$ cat config.mk
export PLATFORM = sky130hd
export DESIGN_NAME = can_bit_timer
export DESIGN_NICKNAME = d
export VERILOG_FILES = /design/src/rtl/can_bt_pkg.sv /design/src/rtl/can_bt_prescaler.sv /design/src/rtl/can_bt_sampler.sv /design/src/rtl/can_bt_sequencer.sv /design/src/rtl/can_bit_timer.sv
export SDC_FILE = /design/constraint.sdc
export NUM_CORES = 1
export LEC_CHECK = 0
export ABC_AREA = 1
export BUFFER_PORTS_ARGS = -buffer_cell sky130_fd_sc_hd__buf_2
export CAP_MARGIN = 5
export CORE_ASPECT_RATIO = 0.6
export CORE_UTILIZATION = 25
export DETAILED_ROUTE_END_ITERATION = 12
export MAX_ROUTING_LAYER = met4
export SYNTH_ARGS = -nofsm -noshare
export SYNTH_HDL_FRONTEND = slang
export SYNTH_HIERARCHICAL = 1
export SYNTH_SLANG_ARGS = --single-unit
$ cat constraint.sdc
create_clock -name clk -period 6.2 [get_ports clk]
set_input_delay 1.24 -clock clk [delete_from_list [all_inputs] [get_ports clk]]
set_output_delay 1.24 -clock clk [all_outputs]
set_load 0.02 [all_outputs]
$ cat src/rtl/can_bt_pkg.sv
package can_bt_pkg;
    localparam int CFG_W  = 32;
    localparam int BRP_W  = 7;
    localparam int SEG_W  = 3;
    localparam int SJW_W  = 2;
    localparam int QW     = 5;   // holds segment length plus jump width and phase error

    typedef enum logic [1:0] {SEG_SYNC, SEG_PROP, SEG_PH1, SEG_PH2} seg_e;

    typedef struct packed {
        logic             triple;
        logic [BRP_W-1:0] brp;
        logic [SJW_W-1:0] sjw;
        logic [SEG_W-1:0] prop;
        logic [SEG_W-1:0] ph1;
        logic [SEG_W-1:0] ph2;
    } bt_cfg_t;

    function automatic bt_cfg_t unpack_cfg(input logic [CFG_W-1:0] w);
        bt_cfg_t c;
        c.triple = w[24];
        c.brp    = w[22:16];
        c.sjw    = w[13:12];
        c.prop   = w[10:8];
        c.ph1    = w[6:4];
        c.ph2    = w[2:0];
        return c;
    endfunction
endpackage

$ cat src/rtl/can_bt_prescaler.sv
module can_bt_prescaler
    import can_bt_pkg::*;
(
    input  logic             clk,
    input  logic             rst_n,
    input  logic             run,
    input  logic             restart,
    input  logic [BRP_W-1:0] div,
    output logic             tick
);
    logic [BRP_W-1:0] cnt_d, cnt_q;

    always_comb begin
        tick  = run && (cnt_q == div);
        cnt_d = (!run || restart || tick) ? '0 : cnt_q + 1'b1;
    end

    always_ff @(posedge clk or negedge rst_n) begin
        if (!rst_n) cnt_q <= '0;
        else        cnt_q <= cnt_d;
    end

    assert_div_in_range_R1: assert property (@(posedge clk) disable iff (!rst_n)
        run |-> (cnt_q <= div));
endmodule

$ cat src/rtl/can_bt_sampler.sv
module can_bt_sampler (
    input  logic clk,
    input  logic rst_n,
    input  logic rx,
    input  logic triple,
    input  logic sp_pulse,
    output logic rx_fall,
    output logic bit_out,
    output logic strobe
);
    typedef struct packed {
        logic rx_s;
        logic d1;
        logic d2;
        logic bit_v;
        logic stb;
    } smp_st_t;

    smp_st_t s_q, s_d;

    always_comb begin
        s_d      = s_q;
        s_d.rx_s = rx;
        s_d.d1   = s_q.rx_s;
        s_d.d2   = s_q.d1;
        s_d.stb  = sp_pulse;
        if (sp_pulse) begin
            if (triple)
                s_d.bit_v = (s_q.d2 & s_q.d1) | (s_q.d1 & s_q.rx_s) | (s_q.d2 & s_q.rx_s);
            else
                s_d.bit_v = s_q.d1;
        end
        rx_fall = s_q.d1 & ~s_q.rx_s;
        bit_out = s_q.bit_v;
        strobe  = s_q.stb;
    end

    always_ff @(posedge clk or negedge rst_n) begin
        if (!rst_n) s_q <= '{rx_s: 1'b1, d1: 1'b1, d2: 1'b1, bit_v: 1'b1, stb: 1'b0};
        else        s_q <= s_d;
    end

    assert_single_sample_R4: assert property (@(posedge clk) disable iff (!rst_n)
        (s_q.stb && !$past(triple)) |-> (s_q.bit_v == $past(s_q.rx_s, 2)));
endmodule

$ cat src/rtl/can_bt_sequencer.sv
module can_bt_sequencer
    import can_bt_pkg::*;
(
    input  logic    clk,
    input  logic    rst_n,
    input  logic    enable,
    input  logic    cfg_ok,
    input  bt_cfg_t cfg,
    input  logic    tick,
    input  logic    rx_fall,
    output logic    run,
    output logic    restart,
    output logic    tx_pulse,
    output logic    sp_pulse
);
    localparam int QL_MAX = (2**SEG_W - 1) + 2**SJW_W;

    typedef struct packed {
        seg_e          seg;
        logic [QW-1:0] qleft;
        logic [QW-1:0] ext;
        logic          synced;
        logic          resynced;
        logic          tx;
        logic          sp;
    } seq_st_t;

    seq_st_t s_q, s_d;
    logic [QW-1:0] ql, ex, err, jw, e;
    logic          jump;

    always_comb begin
        s_d     = s_q;
        s_d.tx  = 1'b0;
        s_d.sp  = 1'b0;
        restart = 1'b0;
        jump    = 1'b0;
        ql      = s_q.qleft;
        ex      = s_q.ext;
        jw      = QW'(cfg.sjw) + 1'b1;
        case (s_q.seg)
            SEG_PROP: err = QW'(cfg.prop) + 1'b1 - s_q.qleft;
            SEG_PH1:  err = QW'(cfg.prop) + QW'(cfg.ph1) + 2'd2 - s_q.qleft;
            SEG_PH2:  err = s_q.qleft + 1'b1;
            default:  err = '0;
        endcase
        e = (err < jw) ? err : jw;

        if (!enable || !cfg_ok) begin
            s_d = '0;
        end else if (!s_q.synced) begin
            if (rx_fall) begin
                s_d.synced   = 1'b1;
                s_d.resynced = 1'b0;
                s_d.seg      = SEG_SYNC;
                s_d.qleft    = '0;
                s_d.ext      = '0;
                s_d.tx       = 1'b1;
            end
        end else begin
            if (rx_fall && !s_q.resynced && s_q.seg != SEG_SYNC) begin
                s_d.resynced = 1'b1;
                case (s_q.seg)
                    SEG_PROP: ex = e;
                    SEG_PH1:  ql = ql + e;
                    SEG_PH2:  if (e == err) jump = 1'b1;
                              else          ql = ql - e;
                    default:  ;
                endcase
            end
            s_d.qleft = ql;
            s_d.ext   = ex;
            if (jump) begin
                s_d.seg      = SEG_SYNC;
                s_d.qleft    = '0;
                s_d.ext      = '0;
                s_d.resynced = 1'b0;
                s_d.tx       = 1'b1;
                restart      = 1'b1;
            end else if (tick) begin
                if (ql == '0) begin
                    case (s_q.seg)
                        SEG_SYNC: begin
                            s_d.seg   = SEG_PROP;
                            s_d.qleft = QW'(cfg.prop);
                        end
                        SEG_PROP: begin
                            s_d.seg   = SEG_PH1;
                            s_d.qleft = QW'(cfg.ph1) + ex;
                        end
                        SEG_PH1: begin
                            s_d.seg   = SEG_PH2;
                            s_d.qleft = QW'(cfg.ph2);
                            s_d.sp    = 1'b1;
                        end
                        default: begin
                            s_d.seg      = SEG_SYNC;
                            s_d.qleft    = '0;
                            s_d.ext      = '0;
                            s_d.resynced = 1'b0;
                            s_d.tx       = 1'b1;
                        end
                    endcase
                end else begin
                    s_d.qleft = ql - 1'b1;
                end
            end
        end
        run      = s_q.synced;
        tx_pulse = s_q.tx;
        sp_pulse = s_q.sp;
    end

    always_ff @(posedge clk or negedge rst_n) begin
        if (!rst_n) s_q <= '0;
        else        s_q <= s_d;
    end

    assert_no_tx_disabled_R12: assert property (@(posedge clk) disable iff (!rst_n)
        !enable |=> !s_q.tx);
    assert_jump_bound_R6: assert property (@(posedge clk) disable iff (!rst_n)
        s_q.qleft <= QW'(QL_MAX));
endmodule

$ cat src/rtl/can_bit_timer.sv
module can_bit_timer
    import can_bt_pkg::*;
(
    input  logic             clk,
    input  logic             rst_n,
    input  logic             enable,
    input  logic             rx,
    input  logic [CFG_W-1:0] cfg_word,
    output logic             sampled_bit,
    output logic             sample_strobe,
    output logic             tx_strobe,
    output logic             cfg_error
);
    bt_cfg_t cfg_d, cfg_q;
    logic    cfg_ok, triple_eff, tick, run, restart, rx_fall, sp_pulse;

    always_comb begin
        cfg_d      = enable ? cfg_q : unpack_cfg(cfg_word);
        cfg_ok     = (cfg_q.ph2 != '0);
        triple_eff = cfg_q.triple && (cfg_q.brp != '0);
        cfg_error  = enable && !cfg_ok;
    end

    always_ff @(posedge clk or negedge rst_n) begin
        if (!rst_n) cfg_q <= '0;
        else        cfg_q <= cfg_d;
    end

    can_bt_prescaler u_presc (
        .clk     (clk),
        .rst_n   (rst_n),
        .run     (run),
        .restart (restart),
        .div     (cfg_q.brp),
        .tick    (tick)
    );

    can_bt_sequencer u_seq (
        .clk      (clk),
        .rst_n    (rst_n),
        .enable   (enable),
        .cfg_ok   (cfg_ok),
        .cfg      (cfg_q),
        .tick     (tick),
        .rx_fall  (rx_fall),
        .run      (run),
        .restart  (restart),
        .tx_pulse (tx_strobe),
        .sp_pulse (sp_pulse)
    );

    can_bt_sampler u_smp (
        .clk      (clk),
        .rst_n    (rst_n),
        .rx       (rx),
        .triple   (triple_eff),
        .sp_pulse (sp_pulse),
        .rx_fall  (rx_fall),
        .bit_out  (sampled_bit),
        .strobe   (sample_strobe)
    );

    assert_cfg_frozen_R10: assert property (@(posedge clk) disable iff (!rst_n)
        (enable && $past(enable)) |-> $stable(cfg_q));
    assert_err_silent_R11: assert property (@(posedge clk) disable iff (!rst_n)
        cfg_error |-> (!tx_strobe && !sample_strobe));
endmodule

---- Word-level counts from Yosys, hierarchy flattened ----
Cells that the tools add are included.
word-level totals
  output and inout bits ................... 4
  bits of input ports ..................... 36
  flip-flop bits (word level) ............. 47
cells by class
  bitwise operators ....................... 7
  mux-type cells .......................... 41
  reductions and logical operators ........ 20
  equality and inequality tests ........... 7
  magnitude comparators ................... 1
  $add $sub $neg .......................... 12
operators by type and width
  cell                                                           number
  5-bit 2-to-1 mux                                               12
  12-bit 2-to-1 mux                                              3
  7-bit case mux with 3 select lines                             1
  16-bit 2-to-1 mux                                              1
  15-bit 2-to-1 mux                                              1
  5-bit case mux with 3 select lines                             1
  5-bit subtractor                                               3
  1-bit 2-to-1 mux                                               14
  5-bit case mux with 2 select lines                             1
  2-bit 2-to-1 mux                                               4
  4-bit inequality test, second input constant                   2
  7-bit by 1-bit adder with 7-bit output, second input constant  1
  7-bit equality test                                            1
  7-bit 2-to-1 mux                                               1
  7-bit nonzero test                                             1
  3-bit 2-to-1 mux                                               2
  3-bit nonzero test                                             2
  3-bit by 5-bit adder with 5-bit output                         1
  5-bit by 1-bit adder with 5-bit output, second input constant  1
  5-bit by 2-bit adder with 5-bit output, second input constant  1
  5-bit adder                                                    1
  5-bit equality test                                            1
  1-bit logical AND                                              5
  5-bit zero test                                                1
  16 further kinds                                               26

---- Logic depth before layout (Yosys ltp) ----
  word-level depth ........................ 18
  mapped depth ............................ 32

---- Cells and area by module ----
The synthesis kept the hierarchy.
modules (own cells, without submodules)
  module            instances  area an instance (sq um)  cells each
  can_bt_sequencer  1          2436.1                    342
  can_bit_timer     1          793.3                     91
  can_bt_prescaler  1          500.5                     75
  can_bt_sampler    1          182.7                     18

---- Worst setup path before layout ----
Ideal clock, no wire load.
  kind .................................... reg2reg
  start ................................... register cfg_q[4] (netlist bit)
  end ..................................... register u_seq/s_q[12] (netlist bit)
  stages on the path, launching flop included .. 28
  arrival ................................. 5031 ps
  period minus slack after synthesis ...... 5158 ps
  setup time .............................. 127 ps
  slack ................................... 1042 ps
  path through ............................ dfrtp_1 -> inv_1 -> ha_1 -> fa_1 -> inv_1 -> ha_1 -> fa_1 -> a22o_1 -> o21ai_0 -> inv_1 -> ha_1 -> a21oi_4 -> nand2_4 -> o21ai_0 -> inv_1 -> fa_1 -> nor3_1 -> a211oi_1 -> o21ai_0 -> a21oi_1 -> nor2_1 -> nand2_1 -> nand2_1 -> o21ai_0 -> nand3_1 -> nand2_1 -> nand2_1 -> o21ai_0
on the way
  cells in the longest elaborated chain, start to end .. 18
  elaborated cells between the ends (all ways) .. 32
ends and longest elaborated chain
  what                                                                            RTL line                                         text
  start, declared                                                                 can_bit_timer.sv:14                              bt_cfg_t cfg_d, cfg_q;
  start signal, assigned                                                          can_bit_timer.sv:26                              else cfg_q <= cfg_d;
  3-bit by 3-bit adder with 4-bit output                                          can_bt_sequencer.sv:43                           SEG_PH1: err = QW'(cfg.prop) + QW'(cfg.ph1) + 2'd2 - s_q.qleft;
  5-bit by 2-bit adder with 5-bit output                                          can_bt_sequencer.sv:43
  5-bit subtractor                                                                can_bt_sequencer.sv:43
  5-bit case mux with 3 select lines                                              can_bt_sequencer.sv:41                           case (s_q.seg)
  5-bit < comparator                                                              can_bt_sequencer.sv:47                           e = (err < jw) ? err : jw;
  5-bit 2-to-1 mux                                                                can_bt_sequencer.sv:47
  5-bit subtractor or 5-bit equality test (tied branches)                         can_bt_sequencer.sv:67, can_bt_sequencer.sv:66
  5-bit 2-to-1 mux                                                                can_bt_sequencer.sv:66                           SEG_PH2: if (e == err) jump = 1'b1;
  [... 2 more ...]                                                                n/a
  5-bit 2-to-1 mux                                                                can_bt_sequencer.sv:51                           end else if (!s_q.synced) begin
  5-bit 2-to-1 mux                                                                can_bt_sequencer.sv:49                           if (!enable || !cfg_ok) begin
  5-bit by 1-bit subtractor with 5-bit output or 5-bit zero test (tied branches)  can_bt_sequencer.sv:105, can_bt_sequencer.sv:81
  5-bit 2-to-1 mux                                                                can_bt_sequencer.sv:81                           if (ql == '0) begin
  12-bit 2-to-1 mux                                                               can_bt_sequencer.sv:80                           end else if (tick) begin
  12-bit 2-to-1 mux *                                                             can_bt_sequencer.sv:73                           if (jump) begin
  12-bit 2-to-1 mux *                                                             can_bt_sequencer.sv:51
  16-bit 2-to-1 mux *                                                             can_bt_sequencer.sv:49
  end, declared                                                                   can_bt_sequencer.sv:28                           seq_st_t s_q, s_d;
Every way passes the cells marked *; elsewhere a longest branch is shown, timed or not. The select of a mux whose other input is x is not followed.
A chain may end at the register's enable or synchronous reset.

---- Final worst setup path ----
  start ................................... register cfg_q[4] (netlist bit)
  end ..................................... register u_seq/s_q[14] (netlist bit)
on the way
  cells in the longest elaborated chain, start to end .. 15
  elaborated cells between the ends (all ways) .. 26
ends and longest elaborated chain
  what                                                                         RTL line                                        text
  3-bit by 3-bit adder with 4-bit output *                                     can_bt_sequencer.sv:43
  5-bit by 2-bit adder with 5-bit output *                                     can_bt_sequencer.sv:43
  5-bit subtractor *                                                           can_bt_sequencer.sv:43
  5-bit case mux with 3 select lines *                                         can_bt_sequencer.sv:41
  5-bit < comparator                                                           can_bt_sequencer.sv:47
  5-bit 2-to-1 mux                                                             can_bt_sequencer.sv:47
  5-bit subtractor or 5-bit equality test (tied branches)                      can_bt_sequencer.sv:67, can_bt_sequencer.sv:66
  5-bit 2-to-1 mux or 1-bit 2-to-1 mux (tied branches)                         can_bt_sequencer.sv:66
  5-bit case mux with 2 select lines or 1-bit 2-to-1 mux (tied branches)       can_bt_sequencer.sv:63                          case (s_q.seg)
  5-bit 2-to-1 mux or 1-bit 2-to-1 mux (tied branches)                         can_bt_sequencer.sv:61                          if (rx_fall && !s_q.resynced && s_q.seg != SEG_SYNC) begin
  5-bit 2-to-1 mux or 1-bit 2-to-1 mux (tied branches)                         can_bt_sequencer.sv:51
  5-bit 2-to-1 mux or 1-bit 2-to-1 mux (tied branches)                         can_bt_sequencer.sv:49
  5-bit zero test or 12-bit 2-to-1 mux (tied branches)                         can_bt_sequencer.sv:81, can_bt_sequencer.sv:73
  4-bit inequality test (no source line) or 12-bit 2-to-1 mux (tied branches)  n/a
  3-bit AND reduction (no source line) or 16-bit 2-to-1 mux (tied branches)    n/a
Marks and branches as above.

==> metrics.md <==
| Metric | Value |
|---|---|
| Crit. End Element | flop |
| Placed Cells | 752 |
| Insertion delay of the later-clocked pin in the worst-skew pair | 0.29 ns |
| Setup TNS Final | 0 ns |
| Class of the tightest hold or removal check | reg -> reg |
| Crit path max fanout | 8 |
| Fin cells | 760 |
| R2R setup slack | 0.43 ns |
| Drt wl/cell | 13.3 microns |
| Overall overflow remaining after global route | 0 |
| Worst flop-to-flop path endpoint | u_seq/s_q[14] |
| Final HPWL DP | 8050 microns |
| Number of antenna violations at the first check in global routing | 0 |
| Clock transition at the register clock pins on the worst setup and hold paths after CTS | 0.07 ns |
| Combinational share of power | 20.1% |
| MaxCap Viol Count | 0 |
| Worst Skew | 0.00527 ns |
| Register share of total power | 43.3% |
| Layout Nets | 640 |
| Critical path required time | 6.38 ns |
| Crit Reg-Reg Startpoint | cfg_q[4] |
| Post-detailed-route via-to-cell ratio | 4.37 |
| Hold buffer count at CTS | 0 |
| Setup Slack @ Placement | 0.361 ns |
| Gr usage total | 13.6% |
| Cell Area, Synth | 3910 sq um |
| Postcts setup bufs | 0 |
| Yosys top cell area share | 27.5% |
| Proportion of synthesized flip-flops having asynchronous set or reset | 100% |
| Starting density of the core | 26.3% |
| Startpoint type of the worst setup path | flop |
| Global placement routability congestion | 0.856 |
| Count of unresolved DRC violations after routing | 0 |
| Cell types with the largest area share after synthesis | dfrtp_1 (28%), nand2_1 (15%), ha_1 (12%) |
| Clock tree buffer depth | 2 |
| Library cell with the highest instance count after synthesis | nand2_1 |
| Final hold violations | 0 |
| Number of global-route vias before repair | 2981 |
| Period Utilization, post-route | 93.1% |
| PnR Total Power | 0.000777 W |
| Router iterations before antenna repair | 5 |
| Clock network power share | 36.6% |
| Power density relative to cell area | 175 nW/um^2 |
| Capture point of the worst path | u_seq/s_q[14] |
| Mapped Cells | 526 |
| Number of buffers added on ports | 26 |
| Ys flop type | dfrtp_1 |
| Clock sink total | 47 |
| # diodes | 0 |
| Mean instance size in the synthesized netlist | 7.44 sq um |
| Headroom to the max-slew limit | 59.2% |
| Result of the run | finished, final reports clean |
| Detailed Route WL | 10100 microns |
| Die width | 164 microns |
| Number of buffers added by the clock tree synthesis step | 5 |
| Via count | 3319 |
| Global-route wire length before repair | 16200 microns |
| PnR worst setup slack | 0.429 ns |
| Share of synthesized area occupied by flip-flops and latches | 30.2% |
| CTS Root Buffer Type | clkbuf_16 |
| Largest net degree at the start of global routing | 48 |
| Remaining antenna violation count | 0 |
| Ports placed on the boundary | 40 |
| Depth of the worst register-to-register path | 28 |
| Total number of yosys warnings | 6 |
| Fraction of the core area covered by cells at the end of the flow | 29.8% |
| Slew Limit Fails | 0 |
| Highest Clock Rate | 173 MHz |
| Critical Path Max Stage Delay | 0.50 ns |
| Cell accounting for the most synthesized area | dfrtp_1 |
| Count of cell types in the netlist | 41 |
| Measured slew at the worst slew-check pin | 0.612 ns |
| Number of synthesized flops with an enable pin | 0 |
| Crit path DAT | 5.96 ns |
| CP Launch Point | cfg_q[4] |
| PostCTS Resize Cnt | 0 |
| Die extent in y | 98.9 microns |
| Critical path start-end classification | reg -> reg |
| Min-delay src | u_smp/s_d[2] |
| # rows | 34 |
| Switching share of total power | 30.2% |
| Slowest cell on the critical path | fa_1 |
| RSZ-0062 raised after global routing | no |
| Post-layout min period | 5.77 ns |
| Sw power | 0.000235 W |
| Core region area | 14900 sq um |
| Largest vdd supply drop | 0.101 mV |
| Register bit count reported by yosys | 47 |
| Most used standard cells in the synthesized netlist | nand2_1 (152), inv_1 (81), dfrtp_1 (43) |
| Full die area | 16200 sq um |
| TritonCTS clock tree | yes |
| # setup viols final | 0 |
| Max H-tree Level | 2 |
| Area delta synth->final | 13.3% |
| Violation count after the first detailed-route iteration | 243 |
| Fraction of layout cells with a size suffix above 1 | 17.6% |
| Static power due to leakage | 2.27 nW |
| Internal Pwr Total | 0.000542 W |
==> state kept, by name (all words and copies together) (netlist names), 2 cells and up <==
name           count
u_seq/s_q         13
u_smp/s_d          2
cfg_q             19
u_presc/cnt_q      7
==> area by class of cell <==
cell class,count,area [sq um]
multi-input cells,382,2320
well taps,198,248
fillers,1592,10500
clock buffers,7,143
inverters,91,347
clock inverters,1,8.76
flip-flops and latches,47,1180
repair buffers,34,190
==> placed cells by master, fill, tap and decap left out, types with 10 or more instances in the layout <==
master,synthesis,final
nand3_1,33,33
nand2_2,15,15
dfrtp_1,43,43
buf_2,0,26
o21ai_0,16,14
nor2_2,10,10
xor2_1,10,10
nand2_1,152,152
ha_1,36,36
nor2_1,32,32
a21oi_1,16,16
inv_1,81,81
==> logic make-up (layout without fill, tap and decap cells) <==
family,after synthesis,after routing,share of synthesized area [%]
XOR/XNOR,14,14,3.13
adder cells (fa/ha/maj),43,43,15.1
AO/OA/AOI/OAI,54,54,8.32
other,2,3,0.192
AND/OR/NAND/NOR,268,268,32.4
buffers and inverters,98,133,10.7
flip-flops,47,47,30.2
==> routing by layer <==
metal  global-route usage [%]  routed length [microns]  vias up
met3                     3.16                      781        6
met1                     22.8                     5940     1506
met4                     2.35                       64        0
li1                         -                        -     1707
met2                     15.2                     3290      100
met5                        -                        0        -
==> power groups by stage <==
stage | clock network, W | logic [W] | registers (W)
2_1_floorplan | 0 | 0.000113 | 0.000337
3_3_place_gp | 0 | 0.000153 | 0.000342
3_5_place_dp | 0 | 0.000155 | 0.000342
4_1_cts | 0.000291 | 0.000156 | 0.000337
5_1_grt | 0.000306 | 0.000179 | 0.000339
6_report | 0.000284 | 0.000156 | 0.000337
==> stage by stage <==
step	area [sq um]	hold slack, ns
finish	4430	0.373
global route	4430	0.381
CTS	4430	0.374
detailed placement	4280	0.365
global placement	4280	0.365
floorplan	3920	0.361
==> critical path: cells and delay by family (launching register included) <==
kind / cells / cell delay [ns]
adders and majority gates: 7 / 2.53
AOI/OAI and AO/OA: 7 / 1.25
and+or+nand+nor: 10 / 1.12
DFF: 1 / 0.44
buffers and inverters: 4 / 0.30
==> how the worst min path moves through the flow <==
stage,to,slack [ns],cells after the start
2_1_floorplan,u_smp/s_q[2],0.36,0
3_3_place_gp,u_smp/s_q[2],0.36,0
3_5_place_dp,u_smp/s_q[2],0.36,0
4_1_cts,u_smp/s_q[2],0.37,0
5_1_grt,u_smp/s_q[2],0.38,0
6_report,u_smp/s_q[2],0.37,0
Power figures use the tool's default switching activity.
